### config.mk
export PLATFORM = sky130hd
export DESIGN_NAME = scan_guard
export DESIGN_NICKNAME = d
export VERILOG_FILES = /design/src/rtl/scan_guard_pkg.sv /design/src/rtl/scan_guard_timer.sv /design/src/rtl/scan_guard_flagchk.sv /design/src/rtl/scan_guard_fsm.sv /design/src/rtl/scan_guard.sv
export SDC_FILE = /design/constraint.sdc
export NUM_CORES = 1
export LEC_CHECK = 0
export BUFFER_PORTS_ARGS = -buffer_cell sky130_fd_sc_hd__buf_2
export CAP_MARGIN = 5
export CORE_AREA = 2 2 39 41
export CTS_CLUSTER_SIZE = 28
export DETAILED_ROUTE_END_ITERATION = 12
export DIE_AREA = 0 0 41 43
export GPL_ROUTABILITY_DRIVEN = 0
export MAX_ROUTING_LAYER = met4
export PLACE_DENSITY = 0.55
export SLEW_MARGIN = 20
export SYNTH_ARGS = -nofsm -noshare
export SYNTH_HDL_FRONTEND = slang
export SYNTH_SLANG_ARGS = --single-unit
### constraint.sdc
create_clock -name clk_i -period 3.45 [get_ports clk_i]
set_input_delay 0 -clock clk_i [delete_from_list [all_inputs] [get_ports clk_i]]
set_output_delay 0 -clock clk_i [all_outputs]
set_load 0.05 [all_outputs]
### src/rtl/scan_guard_pkg.sv
package scan_guard_pkg;
  typedef enum logic [2:0] {
    ST_MISSION   = 3'd0,
    ST_ENTER_RST = 3'd1,
    ST_ENTER_CHK = 3'd2,
    ST_TEST      = 3'd3,
    ST_EXIT_RST  = 3'd4,
    ST_EXIT_CHK  = 3'd5
  } mode_e;
endpackage

### src/rtl/scan_guard_timer.sv
module scan_guard_timer #(
  parameter int RST_CYCLES = 4
) (
  input  logic clk_i,
  input  logic rst_ni,
  input  logic run_i,
  output logic done_o
);
  localparam int CW = (RST_CYCLES > 1) ? $clog2(RST_CYCLES) : 1;
  localparam logic [CW-1:0] LAST = CW'(RST_CYCLES - 1);

  logic [CW-1:0] cnt_q;

  always_ff @(posedge clk_i or negedge rst_ni) begin
    if (!rst_ni)     cnt_q <= '0;
    else if (!run_i) cnt_q <= '0;
    else             cnt_q <= cnt_q + CW'(1);
  end

  assign done_o = run_i && (cnt_q == LAST);
endmodule

### src/rtl/scan_guard_flagchk.sv
module scan_guard_flagchk #(
  parameter int              FLAG_W       = 8,
  parameter logic [FLAG_W-1:0] FLAG_PATTERN = 8'hA5
) (
  input  logic [FLAG_W-1:0] flag_i,
  output logic              ok_o
);
  logic [FLAG_W-1:0] miss;

  for (genvar b = 0; b < FLAG_W; b++) begin : g_bit
    assign miss[b] = flag_i[b] ^ FLAG_PATTERN[b];
  end

  assign ok_o = ~|miss;
endmodule

### src/rtl/scan_guard_fsm.sv
module scan_guard_fsm
  import scan_guard_pkg::*;
(
  input  logic  clk_i,
  input  logic  rst_ni,
  input  logic  test_req_i,
  input  logic  rst_done_i,
  input  logic  flag_ok_i,
  output mode_e state_o,
  output logic  alarm_o
);
  mode_e state_q, state_d;
  logic  alarm_q, alarm_d;

  always_comb begin
    state_d = state_q;
    alarm_d = alarm_q;
    unique case (state_q)
      ST_MISSION:   if (test_req_i && !alarm_q) state_d = ST_ENTER_RST;
      ST_ENTER_RST: if (rst_done_i) state_d = ST_ENTER_CHK;
      ST_ENTER_CHK: begin
        if (flag_ok_i) state_d = ST_TEST;
        else begin
          state_d = ST_MISSION;
          alarm_d = 1'b1;
        end
      end
      ST_TEST:      if (!test_req_i) state_d = ST_EXIT_RST;
      ST_EXIT_RST:  if (rst_done_i) state_d = ST_EXIT_CHK;
      ST_EXIT_CHK: begin
        state_d = ST_MISSION;
        if (!flag_ok_i) alarm_d = 1'b1;
      end
      default:      state_d = ST_MISSION;
    endcase
  end

  always_ff @(posedge clk_i or negedge rst_ni) begin
    if (!rst_ni) begin
      state_q <= ST_MISSION;
      alarm_q <= 1'b0;
    end else begin
      state_q <= state_d;
      alarm_q <= alarm_d;
    end
  end

  assign state_o = state_q;
  assign alarm_o = alarm_q;
endmodule

### src/rtl/scan_guard.sv
module scan_guard
  import scan_guard_pkg::*;
#(
  parameter int                FLAG_W       = 8,
  parameter logic [FLAG_W-1:0] FLAG_PATTERN = 8'hA5,
  parameter int                RST_CYCLES   = 4
) (
  input  logic              clk_i,
  input  logic              rst_ni,
  input  logic              test_req_i,
  input  logic              scan_en_i,
  input  logic [FLAG_W-1:0] flag_i,
  output logic              scan_en_o,
  output logic              key_sel_o,
  output logic              core_rst_o,
  output logic              alarm_o
);
  mode_e state;
  logic  in_rst, rst_done, flag_ok;

  assign in_rst = (state == ST_ENTER_RST) || (state == ST_EXIT_RST);

  scan_guard_timer #(.RST_CYCLES(RST_CYCLES)) u_timer (
    .clk_i  (clk_i),
    .rst_ni (rst_ni),
    .run_i  (in_rst),
    .done_o (rst_done)
  );

  scan_guard_flagchk #(.FLAG_W(FLAG_W), .FLAG_PATTERN(FLAG_PATTERN)) u_flagchk (
    .flag_i (flag_i),
    .ok_o   (flag_ok)
  );

  scan_guard_fsm u_fsm (
    .clk_i      (clk_i),
    .rst_ni     (rst_ni),
    .test_req_i (test_req_i),
    .rst_done_i (rst_done),
    .flag_ok_i  (flag_ok),
    .state_o    (state),
    .alarm_o    (alarm_o)
  );

  // test key is selected from the start of the entry pulse so the core
  // leaves reset already holding the non-secret key
  assign key_sel_o  = (state == ST_ENTER_RST) || (state == ST_ENTER_CHK) ||
                      (state == ST_TEST);
  assign core_rst_o = in_rst;
  assign scan_en_o  = (state == ST_TEST) && scan_en_i;
endmodule

==> results <==
- The repair_antennas step left the layout with diodes totalling 0.
- The library cell contributing the largest single delay on the critical path is sky130_fd_sc_hd__dfrtp_1.
- After detailed routing, the average wire length per cell comes to between 10 and 15 um.
- The count of unique library cells instantiated by Yosys is 19.
- The critical path class is flop to output port.
- The number of vias per cell after detailed routing is approximately 4.8.
- Along the worst path, the maximum fanout reaches 9.
- The post-CTS resize count is 0.
- The area of the mapped netlist is 353 um^2.
- The first-pass GRT wire length is 1140 um.
- The post-synthesis area per instance is 9.05 um^2.
- For this configuration, the core starts out at a cell density of 25.5%.
- The number of buffers and inverters on the critical path is 1.
- The multiplexer fraction of the synthesized cell area is 0%.
- The worst setup path is captured at an output port.
- Measured against its own limit, the worst slew margin works out to 80.7%.
- The clock insertion delay at the later pin of the skew report is ~0.24 ns.
- The actual slew at the worst max-slew pin is 0.289 ns.
- The total routing resource utilization after global routing is 10.3%.
- Setup repair after global routing left no endpoint under its margin.
- The I/O pin total is 16.
- The main combinational cell family by area after synthesis is simple AND/OR/NAND/NOR gates.
- The total half-perimeter wirelength after legalization and detailed placement is 576 um.
- Grouping stages by cell kind, the critical path spends the most delay in flip-flops.
- In this run the vertical extent of the chip is 43 um.
- For this design the static power due to leakage is roughly 0.24 nW.
- The number of instances in the synthesized netlist is 39.
- The first TritonRoute pass finished after 3 iterations.
- The overall via count from detail_route is 343.
- After clock tree synthesis, the clock-pin slew on the worst setup and hold paths is around 0.050 ns.
- The shortest period the worst path allows is 1.38 ns.
- Entering global routing, the biggest net connects 10 pins.
- The number of antenna violations at the first check in global routing is 0.
- Data on the critical path is required at its endpoint by about 3.5 ns.
- The Yosys step of the flow raised 0 warnings.
- The clock net in this run drives a total of 6 sinks.
- The overall die width is 41 um.
- The completed layout was analyzed and its total power is 144 uW.
- The number of buffers created by CTS is 3.
- After synthesis, flip-flops and latches occupy a little over two fifths of the total area.
- The via count of the first global-routing pass came to 310.
- Traced cell by cell, the critical path runs through nor2b_1, and3_1, buf_2.
- After filler insertion, the fill cell instance count of the layout stands at 143.
- The clock arrives with ~0.008 ns of skew.
- The core region is 1380 um^2.
- Dividing total power by cell area gives a power density of approximately 300 nW/um^2.
- For this run, global-route usage on met2 was measured as 15.3%.
- In the routed design, unresolved DRC markers number 0.
- The maximum level of the CTS H-tree is 1.
- The CTS tree is built.
- The die area is between 1500 and 2000 um^2.
- The cell at the root of the clock tree is sky130_fd_sc_hd__clkbuf_4.
- The count of final max-slew check failures was 0.
- The final layout contains 71 nets.
- The type of the most critical hold path is input pin to async pin.
- After routing, the total negative slack on setup checks comes to 0 ns.
- The number of failing hold endpoints at the final stage is 0.
- Compared with the post-synthesis result, the final layout area differs by 34.8%.
- After synthesis the netlist holds a flip-flop and latch count of 6.
- The post-synthesis share of cell area spent on and, or, nand and nor gates is 29.1%.
- The layer flagged by global routing as most heavily used is met2.
- The floorplan has 14 rows.
- Summing all multi-input logic gate instances after layout gives 180 um^2.
- Registers take 150 um^2.
- The setup-violating endpoint count in the final report is 0.
- Max-cap violations in this run came to 0.
- The number of buffers added on ports is 15.
- The maximum operating frequency is 0.724 GHz.
- At the end of the flow the core is filled with cells to 34.4%.
- Summing the areas of all compound-gate instances in the mapped netlist gives 16.0% of the synthesized area.
- The xor/xnor cell area share of the yosys netlist is under 10%.
- After detailed routing, the total wire length is 741 um.
- The longest individual stage delay on the worst path is 0.48 ns.
- STA classifies the critical path startpoint as a flop.
- The run finished with clean final reports.
- Once detail routing completed, the nets flagged for antenna violations numbered 0.
- The maximum clock path buffer count is 2.
- Global routing consumed, on the met1 layer, about a tenth of the routing resources.
- The worst-case IR drop observed on VDD is 139 uV.
- The number of nets in the synthesized netlist is 52.
- Global routing finished with a remaining overflow of 0.
- The met3 usage is 7.85%.
- Of the cells placed in the final design, the portion with a size suffix greater than 1 is 39.3%.
- Summing the areas of all fa, ha and maj instances in the mapped netlist gives 3.55% of the synthesized area.
- The final critical path takes up 40.0% of the cycle.
- The critical path data arrival time is approximately 1.4 ns.
- The first routing iteration left 5 violations.
## flip-flops by register name, summed over array words and instances (netlist names)
register,count
u_timer.cnt_q,2
u_fsm.alarm_o,1
u_fsm.state_o,3
## placed cells by master, fill, tap and decap left out
master / netlist / routed
sky130_fd_sc_hd__buf_2: 3 / 15
sky130_fd_sc_hd__dfrtp_1: 6 / 6
sky130_fd_sc_hd__o21ai_0: 5 / 5
sky130_fd_sc_hd__nand2_1: 4 / 4
sky130_fd_sc_hd__nor2_1: 3 / 3
sky130_fd_sc_hd__nor2b_1: 3 / 3
sky130_fd_sc_hd__clkbuf_4: 0 / 3
sky130_fd_sc_hd__inv_1: 2 / 2
sky130_fd_sc_hd__a32oi_1: 2 / 2
sky130_fd_sc_hd__dlygate4sd3_1: 0 / 2
sky130_fd_sc_hd__xnor2_1: 1 / 1
sky130_fd_sc_hd__nor3_1: 1 / 1
sky130_fd_sc_hd__and3_1: 1 / 1
sky130_fd_sc_hd__and2_1: 1 / 1
sky130_fd_sc_hd__or4_4: 1 / 1
sky130_fd_sc_hd__nand4_1: 1 / 1
sky130_fd_sc_hd__nor2_4: 1 / 1
sky130_fd_sc_hd__nand3b_2: 1 / 1
sky130_fd_sc_hd__a21oi_2: 1 / 1
sky130_fd_sc_hd__a21oi_1: 1 / 1
sky130_fd_sc_hd__ha_1: 1 / 1
## report_power, final
| group | internal, mW | total [mW] | leakage, nW | switching [mW] |
|---|---|---|---|---|
| combinational | 0.00639 | 0.0103 | 0.145 | 0.00387 |
| clock | 0.0392 | 0.0630 | 0.0138 | 0.0237 |
| sequential | 0.0706 | 0.0706 | 0.0786 | 0 |
| total | 0.116 | 0.144 | 0.237 | 0.0276 |
## synthesized netlist by cell type
cell,n,area [um^2]
sky130_fd_sc_hd__a21oi_1,1,5.00
sky130_fd_sc_hd__a21oi_2,1,8.76
sky130_fd_sc_hd__a32oi_1,2,17.5
sky130_fd_sc_hd__and2_1,1,6.26
sky130_fd_sc_hd__and3_1,1,6.26
sky130_fd_sc_hd__buf_2,3,15.0
sky130_fd_sc_hd__dfrtp_1,6,150
sky130_fd_sc_hd__ha_1,1,12.5
sky130_fd_sc_hd__inv_1,2,7.51
sky130_fd_sc_hd__nand2_1,4,15.0
sky130_fd_sc_hd__nand3b_2,1,11.3
sky130_fd_sc_hd__nand4_1,1,6.26
sky130_fd_sc_hd__nor2_1,3,11.3
sky130_fd_sc_hd__nor2_4,1,11.3
sky130_fd_sc_hd__nor2b_1,3,18.8
sky130_fd_sc_hd__nor3_1,1,5.00
sky130_fd_sc_hd__o21ai_0,5,25.0
sky130_fd_sc_hd__or4_4,1,11.3
sky130_fd_sc_hd__xnor2_1,1,8.76
## cell type report
cell class                 instances  area share (%)
inverter                           2            1.58
timing repair buffer              17            20.0
tap                               16            4.21
clock buffer                       3            4.74
sequential                         6            31.6
multi-input combinational         28            37.9
## per-stage QoR
step           area (um^2)  hold WS, ns  instances  setup slack (ns)
6_report               475        0.112         72              2.07
5_1_grt                475        0.109         72              1.99
4_1_cts                475        0.109         72              2.08
3_5_place_dp           433       -0.163         67              2.27
3_3_place_gp           433       -0.169         67              2.29
2_1_floorplan          353       -0.296         39              1.87
## path summary, 6_finish.rpt
kind | start | end | slack (ns) | cells past startpoint
setup / recovery | u_fsm.state_o[1] | scan_en_o | 2.07 | 3
hold / removal | rst_ni | u_fsm.state_o[2] | 0.11 | 2
setup reg to reg | u_fsm.state_o[1] | u_fsm.alarm_o | 2.25 | 4
hold reg to reg | u_timer.cnt_q[0] | u_timer.cnt_q[0] | 0.43 | 1
max in group asynchronous | rst_ni | u_timer.cnt_q[1] | 3.18 | 2
min in group clk_i | flag_i[4] | u_fsm.state_o[1] | 0.16 | 5
## worst register-to-register path, cell delays in order, from the launching register on
cell                      delay, ns
sky130_fd_sc_hd__dfrtp_1       0.48
sky130_fd_sc_hd__nor2b_1       0.24
sky130_fd_sc_hd__nor2b_1       0.19
sky130_fd_sc_hd__a21oi_1       0.05
sky130_fd_sc_hd__o21ai_0       0.16
## logic make-up (layout without fill, tap and decap cells)
family | after synthesis | after routing
buf+inv | 5 | 22
flops | 6 | 6
xor+xnor | 1 | 1
compound gates | 9 | 9
fa+ha+maj | 1 | 1
simple gates | 17 | 17
## routing by layer
metal	vias to the layer above	part of all wire (%)
met5	-	0
met4	0	2.0
met3	2	9.0
met2	13	46
met1	159	43
li1	169	-
## timing repair
item | CTS | global route
setup endpoints to repair | 0 | 0
setup buffers | 0 | 0
hold buffers | 2 | 0
endpoints found under the hold margin | 7 | 0
(Power assumes the default switching activity.)
